File: config.mk
export PLATFORM = sky130hd
export DESIGN_NAME = kvq_responder
export DESIGN_NICKNAME = d
export VERILOG_FILES = /design/src/rtl/kvq_pkg.sv /design/src/rtl/kvq_decode.sv /design/src/rtl/kvq_table.sv /design/src/rtl/kvq_buffer.sv /design/src/rtl/kvq_ctrl.sv /design/src/rtl/kvq_responder.sv
export SDC_FILE = /design/constraint.sdc
export NUM_CORES = 1
export LEC_CHECK = 0
export BUFFER_PORTS_ARGS = -buffer_cell sky130_fd_sc_hd__buf_4
export CAP_MARGIN = 20
export CORE_UTILIZATION = 64
export DETAILED_ROUTE_END_ITERATION = 8
export PLACE_DENSITY = 0.86
export SLEW_MARGIN = 10
export SYNTH_ARGS = -nofsm -noshare
export SYNTH_HDL_FRONTEND = slang
export SYNTH_SLANG_ARGS = --single-unit
File: constraint.sdc
create_clock -name clk -period 4.35 [get_ports clk]
set_input_delay 0.435 -clock clk [delete_from_list [all_inputs] [get_ports clk]]
set_output_delay 0.435 -clock clk [all_outputs]
set_load 0.05 [all_outputs]
File: src/rtl/kvq_pkg.sv
// Package: shared codes for the keyed record query responder.
// Assumes byte-wide host accesses; secret byte i lives at bits [8i+7:8i].
package kvq_pkg;
    localparam logic [7:0] CMD_READ     = 8'h10;
    localparam logic [7:0] CMD_WRITE    = 8'h11;
    localparam logic [7:0] CMD_BY_INDEX = 8'h12;
    localparam logic [7:0] CMD_KEY_TYPE = 8'h13;

    localparam logic [7:0] ST_IDLE  = 8'h00;
    localparam logic [7:0] ST_KEY   = 8'h04;
    localparam logic [7:0] ST_DATA  = 8'h05;
    localparam logic [7:0] ST_ARMED = 8'h0C;

    localparam int SECRET_BYTES = 64;
    localparam int REC_BYTES    = 32;

    // Placeholder secret: byte i = (3*i + 7) mod 256
    function automatic logic [SECRET_BYTES*8-1:0] demo_secret();
        logic [SECRET_BYTES*8-1:0] s;
        s = '0;
        for (int i = 0; i < SECRET_BYTES; i++) begin
            s[8*i +: 8] = 8'((3 * i + 7) % 256);
        end
        return s;
    endfunction
endpackage

File: src/rtl/kvq_decode.sv
// Module: address decode for the two host ports.
// Assumes the window starts at BASE and spans WINDOW addresses; offsets 0-3
// are the data port, 4-7 the command/status port, the rest are unused.
module kvq_decode #(
    parameter int          ADDR_W = 16,
    parameter logic [15:0] BASE   = 16'h0300,
    parameter int          WINDOW = 32
) (
    input  logic [ADDR_W-1:0] addr,
    input  logic              rd,
    input  logic              wr,
    output logic              data_wr,
    output logic              data_rd,
    output logic              cmd_wr,
    output logic              cmd_rd
);
    localparam logic [ADDR_W-1:0] BASE_A = ADDR_W'(BASE);
    localparam logic [ADDR_W-1:0] WIN_A  = ADDR_W'(WINDOW);

    logic [ADDR_W-1:0] off;
    logic              in_win, sel_data, sel_cmd;

    // Offset and port selection
    always_comb begin
        off      = addr - BASE_A;
        in_win   = (addr >= BASE_A) && (off < WIN_A);
        sel_data = in_win && (off < ADDR_W'(4));
        sel_cmd  = in_win && (off >= ADDR_W'(4)) && (off < ADDR_W'(8));
    end

    // Strobe qualification; a data read that shares its cycle with a write is dropped
    always_comb begin
        data_wr = sel_data && wr;
        data_rd = sel_data && rd && !wr;
        cmd_wr  = sel_cmd && wr;
        cmd_rd  = sel_cmd && rd;
    end
endmodule

File: src/rtl/kvq_table.sv
// Module: constant record table with combinational key match.
// Assumes keys are unique; the lowest entry index wins if two ever match.
module kvq_table #(
    parameter int                                BUF_BYTES = 32,
    parameter logic [kvq_pkg::SECRET_BYTES*8-1:0] SECRET   = kvq_pkg::demo_secret()
) (
    input  logic [31:0]            key,
    output logic                   hit,
    output logic [7:0]             rec_len,
    output logic [BUF_BYTES*8-1:0] rec_data
);
    import kvq_pkg::*;
    localparam int NUM = 6;
    localparam int RB  = REC_BYTES;

    function automatic logic [31:0] entry_key(int e);
        case (e)
            0:       return "REV ";
            1:       return "OSK0";
            2:       return "OSK1";
            3:       return "NATJ";
            4:       return "MSSP";
            default: return "MSSD";
        endcase
    endfunction

    function automatic logic [7:0] entry_len(int e);
        case (e)
            0:       return 8'd6;
            1, 2:    return 8'd32;
            default: return 8'd1;
        endcase
    endfunction

    function automatic logic [RB*8-1:0] entry_data(int e);
        logic [RB*8-1:0] d;
        d = '0;
        case (e)
            0:       d[47:0] = 48'h03_00_00_0F_13_01;
            1:       d = SECRET[RB*8-1:0];
            2:       d = SECRET[2*RB*8-1:RB*8];
            default: d = '0;
        endcase
        return d;
    endfunction

    logic [NUM-1:0]  match;
    logic [RB*8-1:0] sel_rec;

    for (genvar e = 0; e < NUM; e++) begin : g_cmp
        assign match[e] = (key == entry_key(e));
    end

    // Priority select of the matching record
    always_comb begin
        hit     = 1'b0;
        rec_len = 8'd0;
        sel_rec = '0;
        for (int e = NUM - 1; e >= 0; e--) begin
            if (match[e]) begin
                hit     = 1'b1;
                rec_len = entry_len(e);
                sel_rec = entry_data(e);
            end
        end
    end

    for (genvar b = 0; b < BUF_BYTES; b++) begin : g_out
        if (b < RB) begin : g_real
            assign rec_data[8*b +: 8] = sel_rec[8*b +: 8];
        end else begin : g_pad
            assign rec_data[8*b +: 8] = 8'h00;
        end
    end
endmodule

File: src/rtl/kvq_buffer.sv
// Module: record buffer with per-byte load enable and indexed readout.
// Assumes rd_idx < BUF_BYTES whenever its byte is used.
module kvq_buffer #(
    parameter int BUF_BYTES = 32,
    localparam int IW = $clog2(BUF_BYTES)
) (
    input  logic                   clk,
    input  logic                   rst_n,
    input  logic                   load,
    input  logic [7:0]             src_len,
    input  logic [BUF_BYTES*8-1:0] src_data,
    input  logic [IW-1:0]          rd_idx,
    output logic [7:0]             rd_byte
);
    logic [BUF_BYTES*8-1:0] mem;

    // Load only the bytes covered by the record length
    always_ff @(posedge clk) begin
        if (!rst_n) begin
            mem <= '0;
        end else if (load) begin
            for (int i = 0; i < BUF_BYTES; i++) begin
                if (8'(i) < src_len) begin
                    mem[8*i +: 8] <= src_data[8*i +: 8];
                end
            end
        end
    end

    // Readout mux
    assign rd_byte = mem[8*rd_idx +: 8];
endmodule

File: src/rtl/kvq_ctrl.sv
// Module: command latch, phase/status sequencing and position counters.
// Assumes the decoder never raises a data strobe and a command strobe together.
module kvq_ctrl #(
    parameter int BUF_BYTES = 32,
    localparam int PW = $clog2(BUF_BYTES + 1)
) (
    input  logic          clk,
    input  logic          rst_n,
    input  logic          cmd_wr,
    input  logic          data_wr,
    input  logic          data_rd,
    input  logic [7:0]    wdata,
    output logic [7:0]    cmd_q,
    output logic [7:0]    status_q,
    output logic [31:0]   key_q,
    output logic [PW-1:0] rpos_q,
    output logic [PW-1:0] len_q,
    output logic          lookup,
    output logic          rd_valid
);
    import kvq_pkg::*;

    logic [2:0]    wpos_q;
    logic          is_read;
    logic [PW-1:0] len_cap;
    logic [PW-1:0] rpos_nx;

    // Decode of the current phase
    always_comb begin
        is_read  = (cmd_q == CMD_READ);
        lookup   = data_wr && is_read && (wpos_q == 3'd4);
        rd_valid = is_read && (rpos_q < len_q);
        len_cap  = (int'(wdata) > BUF_BYTES) ? PW'(BUF_BYTES) : PW'(wdata);
        rpos_nx  = rpos_q + PW'(1);
    end

    // Protocol state update
    always_ff @(posedge clk) begin
        if (!rst_n) begin
            cmd_q    <= 8'h00;
            status_q <= ST_IDLE;
            key_q    <= '0;
            wpos_q   <= '0;
            rpos_q   <= '0;
            len_q    <= '0;
        end else if (cmd_wr) begin
            cmd_q  <= wdata;
            wpos_q <= '0;
            rpos_q <= '0;
            if (wdata == CMD_READ) begin
                status_q <= ST_ARMED;
            end
        end else if (data_wr && is_read) begin
            if (wpos_q < 3'd4) begin
                case (wpos_q[1:0])
                    2'd0: key_q[31:24] <= wdata;
                    2'd1: key_q[23:16] <= wdata;
                    2'd2: key_q[15:8]  <= wdata;
                    default: key_q[7:0] <= wdata;
                endcase
                status_q <= ST_KEY;
            end else if (wpos_q == 3'd4) begin
                len_q    <= len_cap;
                rpos_q   <= '0;
                status_q <= ST_DATA;
            end
            if (wpos_q != 3'd5) begin
                wpos_q <= wpos_q + 3'd1;
            end
        end else if (data_rd && rd_valid) begin
            rpos_q   <= rpos_nx;
            status_q <= (rpos_nx == len_q) ? ST_IDLE : ST_DATA;
        end
    end
endmodule

File: src/rtl/kvq_responder.sv
// Module: top of the keyed record query responder.
// Assumes single-cycle host strobes and that no data read is issued in
// the cycle of the length write (the buffer loads at the end of it).
module kvq_responder #(
    parameter int                                ADDR_W    = 16,
    parameter logic [15:0]                       BASE      = 16'h0300,
    parameter int                                WINDOW    = 32,
    parameter int                                BUF_BYTES = 32,
    parameter logic [kvq_pkg::SECRET_BYTES*8-1:0] SECRET   = kvq_pkg::demo_secret()
) (
    input  logic              clk,
    input  logic              rst_n,
    input  logic [ADDR_W-1:0] bus_addr,
    input  logic              bus_wr,
    input  logic              bus_rd,
    input  logic [7:0]        bus_wdata,
    output logic [7:0]        bus_rdata
);
    localparam int PW = $clog2(BUF_BYTES + 1);
    localparam int IW = $clog2(BUF_BYTES);

    logic                   data_wr_s, data_rd_s, cmd_wr_s, cmd_rd_s;
    logic [7:0]             cmd_q, status_q;
    logic [31:0]            key_q;
    logic [PW-1:0]          rpos_q, len_q;
    logic                   lookup, rd_valid;
    logic                   tbl_hit;
    logic [7:0]             tbl_len;
    logic [BUF_BYTES*8-1:0] tbl_data;
    logic [7:0]             buf_byte;

    kvq_decode #(.ADDR_W(ADDR_W), .BASE(BASE), .WINDOW(WINDOW)) u_decode (
        .addr(bus_addr), .rd(bus_rd), .wr(bus_wr),
        .data_wr(data_wr_s), .data_rd(data_rd_s),
        .cmd_wr(cmd_wr_s), .cmd_rd(cmd_rd_s)
    );

    kvq_ctrl #(.BUF_BYTES(BUF_BYTES)) u_ctrl (
        .clk(clk), .rst_n(rst_n),
        .cmd_wr(cmd_wr_s), .data_wr(data_wr_s), .data_rd(data_rd_s),
        .wdata(bus_wdata),
        .cmd_q(cmd_q), .status_q(status_q), .key_q(key_q),
        .rpos_q(rpos_q), .len_q(len_q),
        .lookup(lookup), .rd_valid(rd_valid)
    );

    kvq_table #(.BUF_BYTES(BUF_BYTES), .SECRET(SECRET)) u_table (
        .key(key_q), .hit(tbl_hit), .rec_len(tbl_len), .rec_data(tbl_data)
    );

    kvq_buffer #(.BUF_BYTES(BUF_BYTES)) u_buffer (
        .clk(clk), .rst_n(rst_n),
        .load(lookup && tbl_hit), .src_len(tbl_len), .src_data(tbl_data),
        .rd_idx(rpos_q[IW-1:0]), .rd_byte(buf_byte)
    );

    // Read data return
    always_comb begin
        if (cmd_rd_s) begin
            bus_rdata = status_q;
        end else if (data_rd_s && rd_valid) begin
            bus_rdata = buf_byte;
        end else begin
            bus_rdata = 8'h00;
        end
    end
endmodule

# [Word level (Yosys, flattened, before mapping)]
# Cells that the tools add are included.
[classes] bitwise_logic=4 n_reduce_logical=60 shift=1 order_cmp=40 n_eq_ne=17 add_sub_neg=3 mux=29
[op_table] cell="$mux 256" n=3
[op_table] cell="$shiftx 256x9->8" n=1
[op_table] cell="$eq 32x31->1 const B" n=6
[op_table] cell="$lt 5x6->1 const A" n=16
[op_table] cell="$reduce_and 2->1" n=33
[op_table] cell="$mux 8" n=8
[op_table] cell="$lt 4x6->1 const A" n=8
[op_table] cell="$mux 6" n=8
[op_table] cell="$lt 3x6->1 const A" n=4
[op_table] cell="$reduce_and 4->1" n=5
[op_table] cell="$eq 8x5->1 const B" n=2
[op_table] cell="$ge 16x10->1 const B" n=1
[op_table] cell="$ge 16x3->1 const B" n=1
[op_table] cell="$lt 16x3->1 const B" n=1
[op_table] cell="$lt 16x4->1 const B" n=1
[op_table] cell="$lt 16x6->1 const B" n=1
[op_table] cell="$sub 16x10->16 const B" n=1
[op_table] cell="$logic_and 1x1->1" n=14
[op_table] cell="$lt 1x6->1 const A" n=2
[op_table] cell="$lt 2x6->1 const A" n=2
[op_table] cell="$mux 1" n=9
[op_table] cell="$gt 8x6->1 const B" n=1
[op_table] cell="$add 6x1->6 const B" n=1
[op_table] cell="$eq 6x6->1" n=1
[op_table] cell="other kinds (19)" n=24
[word_totals] reg_bits=319 out_inout_bits=8 elab_cells=195 in_bits=28

# [Logic depth before layout (Yosys ltp)]
# Gate-level depths: netlist of the first run.
[depth] word_depth=10 depth_mapped=10 ltp_nobuf=8

# [Cells and area by module]
# From an unflattened synthesis of the first run, not the netlist that was laid out.
[hier_totals] hier_cells=1644 hier_area_um2=17259.1
[modules_own_cells] mod="kvq_buffer" cells_per_inst=1026 area_per_inst_um2=11979.0 seq_area_each_um2=5124.9 instances=1
[modules_own_cells] mod="kvq_ctrl" cells_per_inst=286 area_per_inst_um2=2792.7 seq_area_each_um2=1161.1 instances=1
[modules_own_cells] mod="kvq_table" cells_per_inst=292 area_per_inst_um2=2253.4 seq_area_each_um2=0.0 instances=1
[modules_own_cells] mod="kvq_responder" cells_per_inst=28 area_per_inst_um2=133.9 seq_area_each_um2=0.0 instances=1
[modules_own_cells] mod="kvq_decode" cells_per_inst=12 area_per_inst_um2=100.1 seq_area_each_um2=0.0 instances=1

# [Worst setup path before layout of the first run]
# OpenSTA, ideal clock, no wires.
[synth_timing] kind="register -> output" startpoint="register u_ctrl.cmd_q[3]" endpoint="output bus_rdata[4]" t_required_ns=3.915 stages_incl_launch_ff=8 path_buffers=2 slack_ns=0.507 arrival_time_ns=3.408 path_cell_list="dfxtp_1 -> or4b_1 -> or3b_1 -> buf_2 -> or3_4 -> or3_1 -> clkbuf_1 -> a221oi_1"
[synth_via] elab_chain_cells=5
[synth_rtl] element="start: declaration" line_no="kvq_ctrl.sv:13" text="output logic [7:0] cmd_q,"
[synth_rtl] element="start signal: assignment" line_no="kvq_ctrl.sv:47" text="cmd_q <= wdata;"
[synth_rtl] element="$eq 8x5->1" line_no="kvq_ctrl.sv:30" text="is_read = (cmd_q == CMD_READ);"
[synth_rtl] element="$logic_and 1x1->1" line_no="kvq_ctrl.sv:32" text="rd_valid = is_read && (rpos_q < len_q);"
[synth_rtl] element="$logic_and 1x1->1" line_no="kvq_responder.sv:61" text="end else if (data_rd_s && rd_valid) begin"
[synth_rtl] element="$mux 8" line_no="kvq_responder.sv:61"
[synth_rtl] element="$mux 8" line_no="kvq_responder.sv:59" text="if (cmd_rd_s) begin"
[synth_rtl] element="end: declaration" line_no="kvq_responder.sv:17" text="output logic [7:0] bus_rdata"
# No other way between the ends.

# [Final worst setup path of the first run]
[layout_timing] startpoint="register u_ctrl.cmd_q[3]" endpoint="output bus_rdata[2]"
# The elaborated chain is that of the path after synthesis.

==> qor.yml, run 1 <==
synth-simple-area-share_pct: 29.8
worst_pin_slew_ns: 0.885
first_pass_iters: 5
ir_drop_mv: 0.304
timing.max_cap.violations: 0
powerDensity_mw_per_mm2: 286
drt-vias-per-instance: 6.25
cp-end-kind: "primary output"
post_cts_buffers: 0
netlist_area_sq_mm: 0.00417
final_antenna_net_count: 0
status: "complete, no violations"
cts_hold_buf: 0
synth.net_count: 536
cts_sinks: 74
ys_ff_latch: 74
ys_seq_area_share_pct: 35.5
slew_headroom_pct: 40.6
io_pins: 36
ys.flop_type: "dfxtp_1"
cp_data_arrival_time_ns: 3.20
core-area_sq_mm: 0.00631
h-tree-depth: 3
vias: 3749
finalSetupViolCount: 0
dp.final_hpwl_um: 7090
port_buffers: 33
drive_gt1_share_pct: 12.4
clock_skew_ns: 0.0132
synth_fa_ha_area_share_pct: 3.60
wl_met2_um: 5040
area_delta_synth_final_pct: 11.7
layout_common_cells: "dfxtp_1, nand2_1, mux2i_1, nor2b_1, buf_4"
synthXorXnorAreaFrac_pct: 1.89
antenna_found_initial: 0
clock_latency_ns: 0.36
dr.first_iter.drc_count: 328
synth_cells: 496
synthMuxAreaShare_pct: 10.4
diodes: 0
wl_per_cell_um: 17.0
final_cell_area_sq_mm: 0.00465
highest_layer: "met4"
wl_um: 10200
place_area_sq_mm: 0.00443
grt_max_degree: 70
syn_avg_cell_area_sq_um: 8.40
period_share_pct: 83.5
leakage_nw: 1.83
post_cts_resized: 0
rsz0062_at_grt: "false"
grt_use_total_pct: 31.6
grt_pass1_vias: 3447
cts_buffers: 9
max_freq_mhz: 275
slew_violations: 0
path_clk_slew_ns: 0.09
wl_met1_um: 4440
critical_path_class: "register to primary output"
grt-ovfl-total: 0
synth_edf_count: 0
synth_compound_area_share_pct: 15.2
async_flop_share_pct: 0
finalHoldViolCount: 0
critPathRequiredTime_ns: 3.91
wl_met3_um: 422
fp.dieH_um: 82.7
crit_path_start_kind: "register"
grt_pass1_wl_um: 16100
fp.dieArea_sq_mm: 0.00684
cts_tree: "done"
drc: 0
hold_path_class: "input port to register"
n_fill_cell: 493
initial_utilization_pct: 66.0
die_x_um: 82.7
cp_max_fo: 13
layout_commonest_cell: "dfxtp_1"
synth_top_family_by_area: "simple AND/OR/NAND/NOR gates"
cts_buffer_depth: 2
root_buffer: "clkbuf_8"
row_count: 29
nets: 558
yosys_warnings: 0
gp_congestion: 0.887
min_period_ns: 3.63
synth_cell_types: 61
tns_ns: 0
==> per-layer routing <==
metal,track usage [%],vias up
met5,0,-
met1,37.1,1768
met2,55.3,125
li1,-,1830
met4,15.0,0
met3,5.60,26
==> registers in the layout, summed over array words and instances (netlist names) <==
signal / cells
u_ctrl.key_q: 32
u_buffer.mem: 16
u_ctrl.cmd_q: 8
u_ctrl.len_q: 6
u_ctrl.rpos_q: 6
u_ctrl.status_q: 3
u_ctrl.wpos_q: 3
==> worst max-delay path, stage by stage (launching register included) <==
cell	delay [ns]
dfxtp_1	0.31
or4b_1	0.57
or3b_1	0.49
or3_4	0.38
or3_1	0.53
o21ai_0	0.31
buf_4	0.25
==> cell families (layout without fill, tap and decap cells) <==
kind of cell,Yosys count,after routing
simple gates,229,229
compound gates,93,93
flops,74,74
mux,42,42
buf+inv,37,64
fa+ha+maj,12,12
xor+xnor,9,9
==> path summary, 6_finish.rpt <==
check / start / to / slack [ns] / depth (start not counted)
worst max register to register: u_ctrl.cmd_q[3] / u_ctrl.rpos_q[3] / 1.42 / 6
worst min-delay path: bus_wdata[0] / u_ctrl.len_q[0] / 0.39 / 3
worst min register to register: u_ctrl.cmd_q[4] / u_ctrl.cmd_q[4] / 0.46 / 2
worst max-delay path: u_ctrl.cmd_q[3] / bus_rdata[2] / 0.72 / 6
==> per-stage QoR <==
stage / total power (W) / cells / setup WS (ns) / util (%) / hold WS [ns]
finish: 0.00133 / 600 / 0.718 / 73.7 / 0.392
global route: 0.00137 / 600 / 0.612 / 73.7 / 0.389
CTS: 0.00133 / 600 / 0.741 / 73.7 / 0.386
detailed placement: 0.000743 / 584 / 1.10 / 70.2 / 0.455
global placement: 0.000742 / 584 / 1.15 / 70.2 / 0.445
floorplan: 0.000711 / 496 / 0.507 / - / 0.426
==> layout make-up <==
class                   count  area (sq um)  area share (%)
multi-input cells         385          2540            54.5
flip-flops and latches     74          1480            31.8
repair buffers             36           270            5.81
clock buffers               9           124            2.66
clock inverters             7          98.8            2.12
well taps                  77          96.3            2.07
inverters                  12          45.0           0.968
==> Yosys cell counts (5+ instances only) <==
cell type | instances | area share (%)
nand2_1 | 58 | 5.2
or3_1 | 6 | 0.90
o21ai_0 | 23 | 2.8
nand4_1 | 7 | 1.1
inv_1 | 12 | 1.1
nor4b_1 | 7 | 1.5
a21oi_1 | 14 | 1.7
nand3_1 | 27 | 3.2
nor3b_1 | 5 | 0.90
o21a_1 | 5 | 0.90
clkbuf_1 | 21 | 1.9
nor2b_1 | 36 | 5.4
mux2i_1 | 39 | 9.4
a21boi_0 | 18 | 3.2
xnor2_1 | 6 | 1.3
dfxtp_1 | 74 | 36
nor2_1 | 33 | 3.0
nor3_1 | 15 | 1.8
ha_1 | 12 | 3.6
nor4_1 | 6 | 0.90
==> where the power goes <==
part,internal [W],leakage [nW],switching (W),total [W]
clock network,0.000328,0.111,0.000277,0.000604
logic,0.0000240,1.12,0.0000275,0.0000515
registers,0.000677,0.596,0.00000000157,0.000677
No activity file was read; power rests on OpenSTA's default activity.
==> run 2, diff against run 1 <==
Settings changed: CORE_UTILIZATION 64 to 54, PLACE_DENSITY 0.86 to 0.77.
Clock period 4.35 ns to 3.2 ns, I/O delays scaled along.
==> run 2 against run 1 <==
Setup slack worse by 0.65 ns. Highest routed layer unchanged. Flip-flop and latch count unchanged. Total power increased by 51%. Sequential power increased by 36%. Sequential share of layout area is 1.2 points lower. First-iteration DRC count decreased by 33%. Die area increased by 18%. Cell count grew 5.2%. Critical endpoint is now bus_rdata[4]. Critical path depth unchanged.
==> qor.yml, run 2 (synthesis gave the netlist of run 1 again) <==
slew_violations: 0  # unchanged
layout_common_cells: "dfxtp_1, nand2_1, buf_4, mux2i_1, nor2b_1"
h-tree-depth: 3  # unchanged
worstPathCellList: "or4b_4, or3b_4, or3_4, or3_4, a221oi_2, buf_6"
root_buffer: "clkbuf_8"
min_period_ns: 3.13
cpPeakStageDelay_ns: 0.54  # -0.03 ns
drive_gt1_share_pct: 14.5  # +2.0 points
clock_skew_ns: 0.00785  # -0.00538 ns
cp_max_fo: 7  # -6
gp_congestion: 0.919  # +3.6%
grt_max_degree: 70  # unchanged
finalSetupViolCount: 0  # unchanged
worst_pin_slew_ns: 0.869  # -0.0157 ns
initial_utilization_pct: 56.6  # -9.5 points
largest_reg_flops: 32  # unchanged
layout_commonest_cell: "dfxtp_1"
fp.dieH_um: 89.9  # +8.7%
status: "complete, no violations"
die_x_um: 89.9  # +8.7%
regMostFlops: "u_ctrl.key_q"
cts_buffers: 9  # unchanged
crit_path_start_kind: "register"
cts_tree: "done"
leakage_nw: 1.91  # +4.2%
first_pass_iters: 7  # +2
crit_buf_inv: 1  # unchanged
vias: 3810  # +1.6%
critPathRequiredTime_ns: 2.88  # -1.03 ns
power_w: 0.00202  # +51%
wl_um: 10400  # +1.9%
area_delta_synth_final_pct: 15.9
finalHoldViolCount: 0  # unchanged
row_count: 31  # +6.9%
nets: 567  # +1.6%
final_antenna_net_count: 0  # unchanged
post-route-util_pct: 65.6  # -8.2 points
dr.first_iter.drc_count: 220  # -33%
cts_sinks: 74  # unchanged
slew_headroom_pct: 41.7  # +1.1 points
drc: 0  # unchanged
cts_buffer_depth: 2  # unchanged
grt_pass1_vias: 3626  # +5.2%
wl_per_cell_um: 16.5  # -3.1%
ir_drop_mv: 0.385  # +26%
drt-vias-per-instance: 6.04  # -3.4%
hold_path_class: "input port to register"
max_freq_mhz: 320
core-area_sq_mm: 0.00737  # +17%
reg.largest.list: "u_ctrl.key_q: 32 flops, u_buffer.mem: 16 flops, u_ctrl.cmd_q: 8 flops"
critical_path.slowest_cell: "or4b_4"
io_pins: 36  # unchanged
critical_path_class: "register to primary output"
diodes: 0  # unchanged
fp.dieArea_sq_mm: 0.00807  # +18%
cp_data_arrival_time_ns: 2.81  # -0.39 ns
final_cell_area_sq_mm: 0.00483  # +3.8%
powerDensity_mw_per_mm2: 417  # +46%
grt_pass1_wl_um: 17500  # +8.7%
grt-ovfl-total: 0  # unchanged
path_clk_slew_ns: 0.07  # -0.02 ns
timing.max_cap.violations: 0  # unchanged
rsz0062_at_grt: "true"
antenna_found_initial: 0  # unchanged
cp_common_cell: "or3_4"
period_share_pct: 97.8
port_buffers: 33  # unchanged
cpLargestDelayFamily: "simple AND/OR/NAND/NOR gates"
cp-end-kind: "primary output"
grt_use_total_pct: 26.7  # -4.9 points
place_area_sq_mm: 0.00451  # +1.9%
clock_latency_ns: 0.35  # about the same
dp.final_hpwl_um: 7220  # +1.8%
run 2: cell count changes in the layout (fill, tap and decap cells not counted), moves of 2 or more:
cell | before | now
buf_4 | 36 | 43
clkbuf_1 | 0 | 2
inv_6 | 3 | 0
bufinv_16 | 2 | 5
run 2: timing repair:
| item | in CTS | in global routing |
|---|---|---|
| endpoints found under the setup margin | 6 | 3 |
| setup buffers | 0 | 3 |
| hold buffers | 0 | 0 |
| pin swaps | 0 | 1 |
| gates resized for setup | 1 | 3 |
run 2: worst reg2reg max path: cells and delay by family (launching register included):
| family | cells | cell delay (ns) |
|---|---|---|
| buffers and inverters | 1 | 0.16 |
| flip-flops | 1 | 0.31 |
| AO/OA/AOI/OAI | 1 | 0.07 |
| AND/OR/NAND/NOR | 5 | 2.15 |
run 2: path summary, 6_finish.rpt:
kind | start | endpoint | slack, ns | cells after the start
min | bus_wdata[7] | u_ctrl.cmd_q[7] | 0.29 | 3
max | u_ctrl.cmd_q[3] | bus_rdata[4] | 0.07 | 6
min reg2reg | u_buffer.mem[45] | u_buffer.mem[45] | 0.46 | 2
max reg2reg | u_ctrl.cmd_q[3] | u_buffer.mem[36] | 0.39 | 7
run 2: layout make-up:
cell class	count	area, sq um
Multi-Input combinational cell	385	2560
Fill cell	625	2540
Sequential cell	74	1480
Timing Repair Buffer	45	339
Clock inverter	5	150
Clock buffer	11	131
Tap cell	99	124
Inverter	12	45.0
run 2: power breakdown:
group | switching [W] | total (W) | leakage [nW] | internal, W
sequential | 0.00000000214 | 0.000920 | 0.596 | 0.000920
combinational | 0.0000370 | 0.0000700 | 1.18 | 0.0000330
clock | 0.000348 | 0.00103 | 0.138 | 0.000677
total | 0.000385 | 0.00202 | 1.91 | 0.00163
run 2: metal layers:
metal | wire length, um | track usage (%)
met1 | 4620 | 33.7
met2 | 5130 | 46.0
met3 | 498 | 4.91
met4 | 143 | 8.74
met5 | 0 | 0
run 2: per-stage QoR:
stage	instances	setup TNS, ns	setup slack, ns	hold slack (ns)
3_3_place_gp	612	0	0.278	0.448
4_1_cts	628	0	0.0368	0.276
5_1_grt	631	-0.00676	-0.00676	0.285
6_report	631	0	0.0707	0.289
3_5_place_dp	612	0	0.255	0.449
2_1_floorplan	496	-0.169	-0.0566	0.426
